===== config.mk =====
export PLATFORM = sky130hd
export DESIGN_NAME = modem_irq_ctrl
export DESIGN_NICKNAME = d
export VERILOG_FILES = /design/src/rtl/mic_pkg.sv /design/src/rtl/modem_change_det.sv /design/src/rtl/rx_csr_regs.sv /design/src/rtl/irq_prio_arb.sv /design/src/rtl/modem_irq_ctrl.sv
export SDC_FILE = /design/constraint.sdc
export NUM_CORES = 1
export LEC_CHECK = 0
export ABC_CLOCK_PERIOD_IN_PS = 1250
export BUFFER_PORTS_ARGS = -buffer_cell sky130_fd_sc_hd__buf_2
export CAP_MARGIN = 20
export CORE_MARGIN = 2
export CORE_UTILIZATION = 40
export DETAILED_ROUTE_END_ITERATION = 16
export GPL_TIMING_DRIVEN = 0
export PLACE_DENSITY = 0.8
export SETUP_SLACK_MARGIN = 0.4
export SLEW_MARGIN = 5
export SYNTH_ARGS = -nofsm -noshare
export SYNTH_HDL_FRONTEND = slang
export SYNTH_SLANG_ARGS = --single-unit
export TNS_END_PERCENT = 100

===== constraint.sdc =====
create_clock -name clk -period 1.25 [get_ports clk]
set_clock_uncertainty 0.2 [all_clocks]
set_input_delay 0.125 -clock clk [delete_from_list [all_inputs] [get_ports clk]]
set_output_delay 0.125 -clock clk [all_outputs]
set_load 0.01 [all_outputs]

===== src/rtl/mic_pkg.sv =====
package mic_pkg;
  localparam int MDM_LANES = 4;
  localparam int DSC_BIT   = 15;
  localparam int RXIE_BIT  = 6;
  localparam int DSIE_BIT  = 5;
  localparam int TXIE_BIT  = 6;
  localparam int CH_RX     = 0;
  localparam int CH_TX     = 1;
  localparam int NUM_CH    = 2;
endpackage


===== src/rtl/modem_change_det.sv =====
module modem_change_det #(
  parameter int N = 4
) (
  input  logic         clk,
  input  logic         rst,
  input  logic [N-1:0] line_in,
  input  logic [N-1:0] line_en,
  output logic [N-1:0] line_lvl,
  output logic         any_change
);
  logic [N-1:0] hit;

  for (genvar g = 0; g < N; g++) begin : g_lane
    logic s1, s2, prev;
    always_ff @(posedge clk) begin
      if (rst) begin
        s1   <= 1'b0;
        s2   <= 1'b0;
        prev <= 1'b0;
      end else begin
        s1   <= line_in[g];
        s2   <= s1;
        prev <= s2;
      end
    end
    assign hit[g]      = (s2 ^ prev) & line_en[g];
    assign line_lvl[g] = s2;
  end

  assign any_change = |hit;
endmodule


===== src/rtl/rx_csr_regs.sv =====
module rx_csr_regs
  import mic_pkg::*;
(
  input  logic                 clk,
  input  logic                 rst,
  input  logic                 wr,
  input  logic [1:0]           be,
  input  logic [15:0]          wdata,
  input  logic                 rd,
  input  logic                 change,
  input  logic [MDM_LANES-1:0] lvl,
  input  logic                 stat_rdy,
  input  logic                 data_rdy,
  output logic [15:0]          rdata,
  output logic                 rx_ie,
  output logic                 ds_ie,
  output logic                 dsc
);
  logic [7:0]  ctl_q;
  logic [15:0] view;

  always_comb begin
    view           = 16'h0000;
    view[7:0]      = ctl_q;
    view[11:8]     = lvl;
    view[12]       = stat_rdy;
    view[13]       = data_rdy;
    view[DSC_BIT]  = dsc;
  end

  always_ff @(posedge clk) begin
    if (rst) begin
      ctl_q <= '0;
      dsc   <= 1'b0;
      rdata <= '0;
    end else begin
      if (wr && be[0]) ctl_q <= wdata[7:0];
      if (change)      dsc <= 1'b1;
      else if (rd)     dsc <= 1'b0;
      if (rd)          rdata <= view;
    end
  end

  assign rx_ie = ctl_q[RXIE_BIT];
  assign ds_ie = ctl_q[DSIE_BIT];
endmodule


===== src/rtl/irq_prio_arb.sv =====
module irq_prio_arb
  import mic_pkg::*;
#(
  parameter int               VEC_W  = 9,
  parameter logic [VEC_W-1:0] RX_VEC = 9'h0A0
) (
  input  logic              clk,
  input  logic              rst,
  input  logic [NUM_CH-1:0] cond,
  input  logic              ack,
  output logic [NUM_CH-1:0] pend,
  output logic [VEC_W-1:0]  vec_out,
  output logic              vec_valid
);
  localparam logic [VEC_W-1:0] TX_VEC = VEC_W'(RX_VEC + 4);

  logic [NUM_CH-1:0] served;

  assign served[CH_RX] = ack & pend[CH_RX];
  assign served[CH_TX] = ack & pend[CH_TX] & ~pend[CH_RX];

  for (genvar c = 0; c < NUM_CH; c++) begin : g_ch
    logic cond_q;
    always_ff @(posedge clk) begin
      if (rst) begin
        cond_q  <= 1'b0;
        pend[c] <= 1'b0;
      end else begin
        cond_q  <= cond[c];
        pend[c] <= cond[c] & ~served[c] & (pend[c] | ~cond_q);
      end
    end
  end

  always_ff @(posedge clk) begin
    if (rst) begin
      vec_out   <= '0;
      vec_valid <= 1'b0;
    end else begin
      vec_valid <= |served;
      if (served[CH_RX])      vec_out <= RX_VEC;
      else if (served[CH_TX]) vec_out <= TX_VEC;
    end
  end
endmodule


===== src/rtl/modem_irq_ctrl.sv =====
module modem_irq_ctrl
  import mic_pkg::*;
#(
  parameter int               VEC_W  = 9,
  parameter logic [VEC_W-1:0] RX_VEC = 9'h0A0
) (
  input  logic             clk,
  input  logic             rst,
  input  logic             csr_wr,
  input  logic [1:0]       csr_be,
  input  logic [15:0]      csr_wdata,
  input  logic             csr_rd,
  output logic [15:0]      csr_rdata,
  input  logic             txc_wr,
  input  logic [7:0]       txc_wdata,
  output logic [7:0]       txc_rdata,
  input  logic [3:0]       mdm_in,
  input  logic [3:0]       mdm_en,
  input  logic             rx_stat_rdy,
  input  logic             rx_data_rdy,
  input  logic             tx_buf_empty,
  output logic             irq_rx,
  output logic             irq_tx,
  output logic             irq_req,
  input  logic             irq_ack,
  output logic [VEC_W-1:0] vec_out,
  output logic             vec_valid
);
  logic [MDM_LANES-1:0] lvl;
  logic                 change;
  logic                 rx_ie, ds_ie, dsc, tx_ie;
  logic [7:0]           txc_q;
  logic [NUM_CH-1:0]    cond, pend;

  modem_change_det #(.N(MDM_LANES)) u_det (
    .clk(clk), .rst(rst), .line_in(mdm_in), .line_en(mdm_en),
    .line_lvl(lvl), .any_change(change)
  );

  rx_csr_regs u_regs (
    .clk(clk), .rst(rst), .wr(csr_wr), .be(csr_be), .wdata(csr_wdata),
    .rd(csr_rd), .change(change), .lvl(lvl), .stat_rdy(rx_stat_rdy),
    .data_rdy(rx_data_rdy), .rdata(csr_rdata), .rx_ie(rx_ie),
    .ds_ie(ds_ie), .dsc(dsc)
  );

  always_ff @(posedge clk) begin
    if (rst)         txc_q <= '0;
    else if (txc_wr) txc_q <= txc_wdata;
  end
  assign txc_rdata = txc_q;
  assign tx_ie     = txc_q[TXIE_BIT];

  assign cond[CH_RX] = rx_ie & (rx_stat_rdy | rx_data_rdy | (ds_ie & dsc));
  assign cond[CH_TX] = tx_ie & tx_buf_empty;

  irq_prio_arb #(.VEC_W(VEC_W), .RX_VEC(RX_VEC)) u_arb (
    .clk(clk), .rst(rst), .cond(cond), .ack(irq_ack), .pend(pend),
    .vec_out(vec_out), .vec_valid(vec_valid)
  );

  assign irq_rx  = pend[CH_RX];
  assign irq_tx  = pend[CH_TX];
  assign irq_req = |pend;
endmodule


==> reports/qor.csv <==
stage;metric;value;unit
status;status;complete, but fails checks;
status;failing checks;negative hold slack, negative setup slack;
power;Int Power;0.00251;W
place;DPL Wire Length;2600;um
timing;Final Cycle Share;1.06;
grt;initial antenna violation count;0;
grt;Overall Global Routing Usage;0.153;
synth;Primary FF master, synth;dfxtp_1;
routing;vias per inst;4.61;
power;Clk pwr share;0.339;
critical_path;Setup crit end kind;output pin;
clocking;CTS Buf Count;5;
place;PortBufs;59;
synth;YS warnings;0;
routing;DRT Wirelength;3720;um
timing;RSZ-0062 raised after global routing;true;
critical_path;Worst setup startpoint;u_arb.pend[0];
timing;Slew Viols, Final;0;
place;Place WS;0.0500;ns
clocking;CTS tree;done;
critical_path;critical-path cell list;or2_4, buf_6;
grt;GRT overflow;0;
power;switching part of the total power;0.215;
floorplan;starting density of the core;0.416;
critical_path;CP delay by family, top;flip-flops;
final_layout;fillers;363;
critical_path;critical path type;flip-flop to output pin;
power;Net Sw Power;0.000687;W
synth;Synth Instances;179;
floorplan;die span in x;71.3;um
clocking;clk buf depth;2;
synth;mean post-synth cell area;10.1;sq um
timing;Fmax;0.756;GHz
grt;number of global-route vias before repair;1406;
routing;DRC violations left;0;
run;Max Cap Viol;0;
critical_path;CP Launch Type;flip-flop;
clocking;H-tree depth;2;
grt;first-pass GRT wire length;6010;um
power;Total Power;0.00319;W
final_layout;antenna fix cells;0;
critical_path;crit-path max FO;2;
power;Logic pwr share;0.118;
critical_path;WP buf/inv;1;
timing;final hold slack;-0.165;ns
final_layout;NumNets Final;301;
final_layout;Area growth syn-to-layout;46.3;%
floorplan;core area;0.00435;sq mm
min_path;worst hold start;mdm_in[2];
critical_path;CP arrival;1.00;ns
critical_path;crit-path max cell delay;0.35;ns
critical_path;CP max stage cell;dfxtp_4;
synth;Post-synth EDFFs;0;
timing;setup slack after layout;-0.0719;ns
clocking;clk root buf;clkbuf_8;
min_path;worst hold path class;input port to flip-flop;
timing;final setup fails;1;
floorplan;height of the die;71.3;um
grt;largest net degree at the start of global routing;16;
final_layout;post-layout util;0.608;
routing;DR WL/cell;12.0;um
timing;minimum clock period;1.32;ns
final_layout;final cell count without fillers;311;
place;Placed Cells;296;
floorplan;io pins;80;
routing;1st-pass router iterations;4;
power;Pwr Density;1210;mW/mm^2
power;Pleak;1.26;nW
power;register share of total power;0.543;
synth;Distinct cells, synth;23;
floorplan;die area;0.00508;sq mm
routing;ANT nets after route;0;
floorplan;row cnt;24;
timing;final hold vios;34;
critical_path;CP Data Required Time;0.93;ns
synth;synthesized area;0.00181;sq mm
final_layout;share of layout cells above drive strength 1;0.514;
critical_path;RR Startpoint;u_arb.pend[0];
clocking;Worst-path clk slew;0.09;ns
synth;flops & latches, synth;51;
synth;Synth async-reset ratio;0;
routing;initial drt markers;45;
clocking;Sink Count;51;
routing;Vias;1435;
place;Placer Congestion;0.813;
synth;Seq/Total Area, Yosys;0.564;
power;peak supply drop;0.828;mV
clocking;worst skew pair latency;0.30;ns
Yosys cell counts, types with 2 or more instances:
cell,n,area share
a21oi_1,13,0.036
mux2i_1,23,0.13
dfxtp_1,51,0.56
buf_4,9,0.037
nand2_1,11,0.023
nand3_1,8,0.022
inv_1,2,0.0042
nor2_1,26,0.054
nor2b_1,13,0.045
xor2_1,4,0.019
buf_2,7,0.019
worst register-to-register path: cells and delay by family, from the launching register on:
family | cells | cell delay, ns
simple gates | 2 | 0.28
compound gates | 1 | 0.05
flops | 1 | 0.35
buf+inv | 2 | 0.24
path summary, 6_finish.rpt:
kind                             end  slack [ns]  depth (start not counted)
setup / recovery             irq_req       -0.07                          2
hold reg to reg        u_arb.pend[1]        0.20                          1
hold / removal    u_det.g_lane[2].s1       -0.17                          2
setup reg to reg    u_arb.vec_out[5]        0.02                          5
stage by stage:
step                hold slack [ns]  TNS, ns  area [sq um]
floorplan                    0.0529        0          1860
global placement              0.131        0          2220
detailed placement            0.138        0          2220
CTS                          -0.175  -0.0768          2600
global route                 -0.168   -0.218          2650
finish                       -0.165  -0.0719          2650
final cells by class:
cell class,count,area (sq um),share of cell area
buffer,18,146,0.0553
clock buffer,7,76.3,0.0288
clock inverter,1,30.0,0.0113
inverter,2,7.51,0.00284
multi-input combinational,114,714,0.270
sequential,51,1070,0.403
tap,52,65.1,0.0246
timing repair buffer,66,541,0.204
state kept, by name, summed over array words and instances (netlist names):
name and count:
txc_rdata 8, u_arb.g_ch.cond_q 2, u_arb.pend 2, u_arb.vec_out 2, u_arb.vec_valid 1, u_det.g_lane.prev 4, u_det.g_lane.s1 4, u_det.g_lane.s2 4
u_regs.ctl_q 8, u_regs.dsc 1, u_regs.rdata 15
power groups by stage:
| stage | clock network (W) | registers, W | logic, W |
|---|---|---|---|
| floorplan | 0 | 0.00177 | 0.000184 |
| global placement | 0 | 0.00176 | 0.000307 |
| detailed placement | 0 | 0.00176 | 0.000312 |
| CTS | 0.00112 | 0.00173 | 0.000366 |
| global route | 0.00121 | 0.00174 | 0.000410 |
| finish | 0.00108 | 0.00174 | 0.000376 |
what timing repair did:
| action | in CTS | in global routing |
|---|---|---|
| pin swaps | 7 | 4 |
| cloned | 0 | 0 |
| resized for setup | 59 | 14 |
| buffers inserted | 5 | 2 |
| hold endpoints to repair | 35 | 35 |
| endpoints found under the setup margin | 37 | 59 |
cell usage in the layout, fill, tap and decap left out, types with 4 or more instances in the layout:
master     n
conb_1     7
buf_2     34
buf_6     33
dfxtp_2   34
nand3_1    8
nand2_1    9
clkbuf_8   5
dfxtp_1   16
nor2_1    26
a21oi_1   10
nor2b_1   13
mux2i_1   23
xor2_1     4
buf_4     12
per-layer routing:
layer / vias to the layer above / wire length, um / GRT usage
met5: - / 0 / 0
met4: 0 / 131 / 0.0985
met3: 9 / 194 / 0.0436
met2: 36 / 1880 / 0.260
met1: 667 / 1510 / 0.165
li1: 723 / - / -
kinds of logic after synthesis:
logic type / Yosys count / synth area share
simple gates: 64 / 0.167
flops: 51 / 0.564
mux: 23 / 0.127
buf+inv: 20 / 0.0692
compound gates: 16 / 0.0505
xor+xnor: 4 / 0.0194
other cells: 1 / 0.00207
Note: power is estimated with default switching activity, not from simulation.
